--- config.mk ---
export PLATFORM = sky130hd
export DESIGN_NAME = ts_stamp_unit
export DESIGN_NICKNAME = d
export VERILOG_FILES = /design/src/rtl/ts_pkg.sv /design/src/rtl/ts_prescaler.sv /design/src/rtl/ts_ust_counter.sv /design/src/rtl/ts_msc_lane.sv /design/src/rtl/ts_stamp_unit.sv
export SDC_FILE = /design/constraint.sdc
export NUM_CORES = 1
export LEC_CHECK = 0
export ABC_AREA = 1
export BUFFER_PORTS_ARGS = -buffer_cell sky130_fd_sc_hd__buf_2
export CORE_MARGIN = 10
export CORE_UTILIZATION = 62
export CTS_CLUSTER_SIZE = 24
export DETAILED_ROUTE_END_ITERATION = 8
export PLACE_DENSITY_LB_ADDON = 0.12
export SYNTH_ARGS = -nofsm -noshare
export SYNTH_HDL_FRONTEND = slang
export SYNTH_HIERARCHICAL = 1
export SYNTH_SLANG_ARGS = --single-unit
--- constraint.sdc ---
create_clock -name clk -period 2.95 [get_ports clk]
set_clock_uncertainty 0.2 [all_clocks]
set_input_delay 0.885 -clock clk [delete_from_list [all_inputs] [get_ports clk]]
set_output_delay 0.885 -clock clk [all_outputs]
set_load 0.01 [all_outputs]
--- src/rtl/ts_pkg.sv ---
package ts_pkg;

    localparam int WORD_W = 32;
    localparam int UST_W  = 64;

    typedef struct packed {
        logic [WORD_W-1:0] hi;
        logic [WORD_W-1:0] lo;
    } ust_t;

    // Register kinds seen by the read mux
    typedef enum logic [1:0] {
        RK_UST_LO = 2'd0,
        RK_UST_HI = 2'd1,
        RK_COUNT  = 2'd2,
        RK_STAMP  = 2'd3
    } reg_kind_e;

    function automatic int reg_count(input int nch);
        return 2 + 2 * nch;
    endfunction

    function automatic int reg_addr_w(input int nch);
        int w;
        w = $clog2(reg_count(nch));
        return (w < 1) ? 1 : w;
    endfunction

    function automatic int count_addr(input int ch);
        return 2 + 2 * ch;
    endfunction

    function automatic int stamp_addr(input int ch);
        return 3 + 2 * ch;
    endfunction

endpackage

--- src/rtl/ts_prescaler.sv ---
module ts_prescaler #(
    parameter int DIV = 250
) (
    input  logic clk,
    input  logic rst,
    input  logic en,
    output logic pulse
);
    localparam int CW = (DIV > 1) ? $clog2(DIV) : 1;
    localparam logic [CW-1:0] LAST = CW'(DIV - 1);

    logic [CW-1:0] cnt_q;

    assign pulse = en && (cnt_q == LAST);

    always_ff @(posedge clk) begin
        if (rst) begin
            cnt_q <= '0;
        end else if (pulse) begin
            cnt_q <= '0;
        end else if (en) begin
            cnt_q <= cnt_q + 1'b1;
        end
    end
endmodule

--- src/rtl/ts_ust_counter.sv ---
module ts_ust_counter
    import ts_pkg::*;
#(
    parameter logic [UST_W-1:0] INIT = '0
) (
    input  logic clk,
    input  logic rst,
    input  logic step,
    output ust_t ust
);
    ust_t ust_q;
    logic [WORD_W:0] lo_sum;

    assign lo_sum = {1'b0, ust_q.lo} + {{WORD_W{1'b0}}, 1'b1};

    always_ff @(posedge clk) begin
        if (rst) begin
            ust_q <= ust_t'(INIT);
        end else if (step) begin
            ust_q.lo <= lo_sum[WORD_W-1:0];
            if (lo_sum[WORD_W]) begin
                ust_q.hi <= ust_q.hi + 1'b1;
            end
        end
    end

    assign ust = ust_q;
endmodule

--- src/rtl/ts_msc_lane.sv ---
module ts_msc_lane
    import ts_pkg::*;
#(
    parameter int MSC_W = 32
) (
    input  logic              clk,
    input  logic              rst,
    input  logic              strobe,
    input  logic              snap,
    input  logic [WORD_W-1:0] time_lo,
    output logic [MSC_W-1:0]  count,
    output logic [WORD_W-1:0] stamp
);
    logic [MSC_W-1:0]  count_q;
    logic [WORD_W-1:0] stamp_q;

    always_ff @(posedge clk) begin
        if (rst) begin
            count_q <= '0;
        end else if (strobe) begin
            count_q <= count_q + 1'b1;
        end
    end

    always_ff @(posedge clk) begin
        if (rst) begin
            stamp_q <= '0;
        end else if (snap) begin
            stamp_q <= time_lo;
        end
    end

    assign count = count_q;
    assign stamp = stamp_q;
endmodule

--- src/rtl/ts_stamp_unit.sv ---
module ts_stamp_unit
    import ts_pkg::*;
#(
    parameter int                CLK_PER_US = 250,
    parameter int                NUM_CH     = 2,
    parameter int                MSC_W      = 32,
    parameter logic [UST_W-1:0]  UST_INIT   = '0,
    localparam int               AW         = reg_addr_w(NUM_CH)
) (
    input  logic              clk,
    input  logic              rst,
    input  logic              us_tick_en,
    input  logic [NUM_CH-1:0] smp_strobe,
    input  logic              rd_en,
    input  logic [AW-1:0]     rd_addr,
    output logic [WORD_W-1:0] rd_data
);
    logic                           us_pulse;
    ust_t                           ust_w;
    logic [WORD_W-1:0]              ust_hi_w;
    logic [WORD_W-1:0]              ust_lo_w;
    logic [NUM_CH-1:0]              snap_w;
    logic [NUM_CH-1:0][MSC_W-1:0]   count_w;
    logic [NUM_CH-1:0][WORD_W-1:0]  stamp_w;
    logic [WORD_W-1:0]              rd_next;
    logic [WORD_W-1:0]              rd_q;
    reg_kind_e                      kind;
    logic                           hit;

    ts_prescaler #(.DIV(CLK_PER_US)) u_div (
        .clk   (clk),
        .rst   (rst),
        .en    (us_tick_en),
        .pulse (us_pulse)
    );

    ts_ust_counter #(.INIT(UST_INIT)) u_ust (
        .clk  (clk),
        .rst  (rst),
        .step (us_pulse),
        .ust  (ust_w)
    );

    assign ust_hi_w = ust_w.hi;
    assign ust_lo_w = ust_w.lo;

    for (genvar k = 0; k < NUM_CH; k++) begin : g_lane
        assign snap_w[k] = rd_en && (rd_addr == AW'(count_addr(k)));

        ts_msc_lane #(.MSC_W(MSC_W)) u_lane (
            .clk     (clk),
            .rst     (rst),
            .strobe  (smp_strobe[k]),
            .snap    (snap_w[k]),
            .time_lo (ust_lo_w),
            .count   (count_w[k]),
            .stamp   (stamp_w[k])
        );
    end

    // Read decode: pick kind and channel, then select data
    always_comb begin
        rd_next = '0;
        kind    = RK_UST_LO;
        hit     = 1'b0;
        if (rd_addr == AW'(0)) begin
            kind = RK_UST_LO;
            hit  = 1'b1;
            rd_next = ust_lo_w;
        end else if (rd_addr == AW'(1)) begin
            kind = RK_UST_HI;
            hit  = 1'b1;
            rd_next = ust_hi_w;
        end
        for (int k = 0; k < NUM_CH; k++) begin
            if (rd_addr == AW'(count_addr(k))) begin
                kind    = RK_COUNT;
                hit     = 1'b1;
                rd_next = WORD_W'(count_w[k]);
            end
            if (rd_addr == AW'(stamp_addr(k))) begin
                kind    = RK_STAMP;
                hit     = 1'b1;
                rd_next = stamp_w[k];
            end
        end
        if (!hit) begin
            rd_next = '0;
        end
    end

    always_ff @(posedge clk) begin
        if (rst) begin
            rd_q <= '0;
        end else if (rd_en) begin
            rd_q <= rd_next;
        end
    end

    assign rd_data = rd_q;

    logic unused_kind;
    assign unused_kind = ^kind;
endmodule

==> metrics.txt <==
largest net degree at the start of global routing 64; Yosys top cell area share 0.374; P_int 5.18 mW; H-Tree Depth 1; Worst Path Required 3.19 ns; largest family of logic cells by synthesized area simple AND/OR/NAND/NOR gates; crit path time final 2.44 ns; GRT overflow 0; Core Rows 51; syn avg cell area 6.28 um2; Post-Synth Simple-Gate Area 0.390; final WL roughly 35 mm; Adder-Cell Fraction of Synth Area 0.00605; total CTS buffers 26; Detailed Place HPWL 25.4 mm; syn nets roughly 2,000; number of flops mapped to enable cells by yosys 0; Tcrit/Tclk final 0.827; Synth area leaders dfxtp_1 (37%), nand2_1 (16%), nor2_1 (11%), a21oi_1 (6.8%), inv_1 (6.0%); full die area 0.0261 mm2; via/cell ratio roughly 5.5; unique cell type count in the Yosys netlist 38; FF-to-FF Start u_div/cnt_q[0]; slowest CP cell dfxtp_1; Hold EP rd_data[5]; layout net count 2,017; final setup vio count 0; area of the multi-input gates around 0.0067 mm2; number of inserted diodes 0; Synth warnings 6; CP max FO 8; #FFs+latches synth 232; share of layout cells above drive strength 1 0.0886; most common cell in the netlist nand2_1; crit-path leading delay family simple AND/OR/NAND/NOR gates; clock share of power 0.466; met1 usage 0.338; worst slew pin tran approximately 1.1 ns; initial antenna violation count 0; Slew Limit Fails 0; Die Span Y 162 um; Syn Inst Count between 1,500 and 2,000; met3 usage 0.0361; Die X about 160 um; register area 0.00464 mm2; final setup TNS 0 ns; clock sink count 232; clock slew at reported path FFs approximately 0.060 ns; Synth area leader dfxtp_1; total number of vias 12,510; met2 global-route usage 0.414; Fill cells 1,780; Synth top cells by count nand2_1 (520), nor2_1 (365), dfxtp_1 (232), inv_1 (200), a21oi_1 (168); CP Class register to register; asr flop ratio synth 0; power per standard cell area 493 mW/mm2; # Post-CTS Setup Buffers 0; status finished, final reports clean; area grow syn2layout 10.7%; Leak approximately 5.6 nW; Total Power 6.78 mW; r2r setup slk 0.51 ns; Worst VDD drop around 470 uV; Rel. slew slack 0.288; drt first pass iters 6; vias in the first global route between 10,000 and 15,000; final hold violation count 0; DRC 0; Compound-Gate Fraction of Synth Area 0.127; Placeable Area a little under 0.02 mm2; Sequential Power Share 0.475; sequential fraction of the synthesis area 0.374; CTS tree yes; Worst-Skew Late Latency 0.54 ns; worst reg2reg path endpoint u_ust/ust[14]; routed len/inst 15.2 um; XOR/XNOR Fraction of Synth Area 0.0155; R2R depth 12; slowest stage delay, CP between 0.4 and 0.5 ns; Hold Path Cell Cnt 2; clk buf depth 3; post-route antenna net violation count 0; Main synth FF type dfxtp_1; CP dominant cell by count nor2_1; Max-Cap Viols 0; Hold Path Class register to register; # port buffers 40; CP Buf/Inv Count 2; Logic pwr share 0.059; Placed Cells 2,239; CTS root buf clkbuf_16; total track usage 0.258; GRT busiest layer met2; RSZ-0062 raised after global routing false; hold_ws 0.260 ns; Sw Share 0.235; num ports 41; CP startpoint kind register; critical path arrival about 2.7 ns; CTS Hold Bufs 0; hold path start rd_data[5]; Finished Layout Cells between 2,000 and 2,500; mux share of post-synthesis cell area 0.000806; element type at the critical path end register; Starting Density 0.634; Initial DRC Count 1,144; Resize count post-CTS 0; switching power 1.59 mW; CP Cell Sequence ha_1 > nand2_1 > nor2_1 > inv_1 > nor2_1 > inv_2 > nor3_2 > nand4_1 > nor2_1 > nand2_1 > nand2_1 > nor2_1; max frequency around 400 MHz; RePlAce Congestion between 0.9 and 1; first-pass GRT wire length between 50 and 60 mm; synthesized area roughly 0.012 mm2
worst max-delay path by stage:
stage	slack, ns	end	start	cells after the start
2_1_floorplan	0.53	g_lane[1].u_lane/stamp[10]	rd_en	7
3_3_place_gp	0.15	u_ust/ust[27]	us_tick_en	13
3_5_place_dp	0.07	u_ust/ust[14]	us_tick_en	12
4_1_cts	0.56	u_ust/ust[14]	u_div/cnt_q[0]	12
5_1_grt	0.25	u_ust/ust[23]	u_div/cnt_q[0]	12
6_report	0.51	u_ust/ust[14]	u_div/cnt_q[0]	12
stage by stage:
stage,instance area (um2),util,worst slack (ns)
final,13700,0.702,0.511
after floorplan,12400,-,0.526
after CTS,13700,0.702,0.558
after detailed placement,12900,0.659,0.0659
after global routing,13700,0.702,0.253
after global placement,12900,0.659,0.149
worst register-to-register path, delay by kind of cell (launching register included):
kind / cells / cell delay (ns)
buf+inv: 2 / 0.24
flops: 1 / 0.42
simple gates: 9 / 1.33
fa+ha+maj: 1 / 0.18
metal layers:
layer  wire length, um  part of all wire
met1             15600              0.45
met2             15300              0.44
met3              2270             0.065
met4              1550             0.045
met5                 0                 0
placed cells by master (no fill, tap or decap), types with 2 or more instances in the layout:
cell type,count
nor2_1,363
buf_4,21
nand4_1,44
nor3_1,20
o21ai_0,127
buf_12,3
inv_2,10
clkbuf_1,12
buf_2,40
nand3_4,3
ha_1,6
nor2_8,3
dfxtp_1,232
a211oi_1,2
inv_1,200
nor3_2,4
nand2_1,520
nor2_2,28
xnor2_1,13
clkinv_1,2
o21bai_1,4
a21oi_1,168
nor2_4,12
clkbuf_16,26
xor2_1,9
a31oi_1,2
nand2_2,12
o21a_1,3
nand3_1,111
clkbuf_8,6
state kept, by name, indices dropped and copies added (netlist names):
name                 count
g_lane.u_lane/stamp     64
rd_data                 32
g_lane.u_lane/count     64
u_div/cnt_q              8
u_ust/ust               64
cell type report:
| type | count | share of cell area |
|---|---|---|
| Clock buffer | 44 | 0.0566 |
| Clock inverter | 3 | 0.00400 |
| Inverter | 213 | 0.0583 |
| Multi-Input combinational cell | 1465 | 0.489 |
| Sequential cell | 232 | 0.338 |
| Tap cell | 265 | 0.0241 |
| Timing Repair Buffer | 64 | 0.0304 |
logic make-up (layout without fill, tap and decap cells):
| logic type | count (synthesis) | after routing |
|---|---|---|
| compound gates | 309 | 309 |
| xor+xnor | 22 | 22 |
| fa+ha+maj | 6 | 6 |
| buf+inv | 280 | 324 |
| flops | 232 | 232 |
| mux | 1 | 1 |
| simple gates | 1127 | 1127 |
power groups by stage:
stage          logic [mW]  registers [mW]  clock network (mW)
3_3_place_gp        0.387            3.28                   0
3_5_place_dp        0.394            3.28                   0
4_1_cts             0.397            3.22                3.19
5_1_grt             0.453            3.22                3.31
2_1_floorplan       0.262            3.29                   0
6_report            0.402            3.22                3.16
No activity file was read; power rests on OpenSTA's default activity.
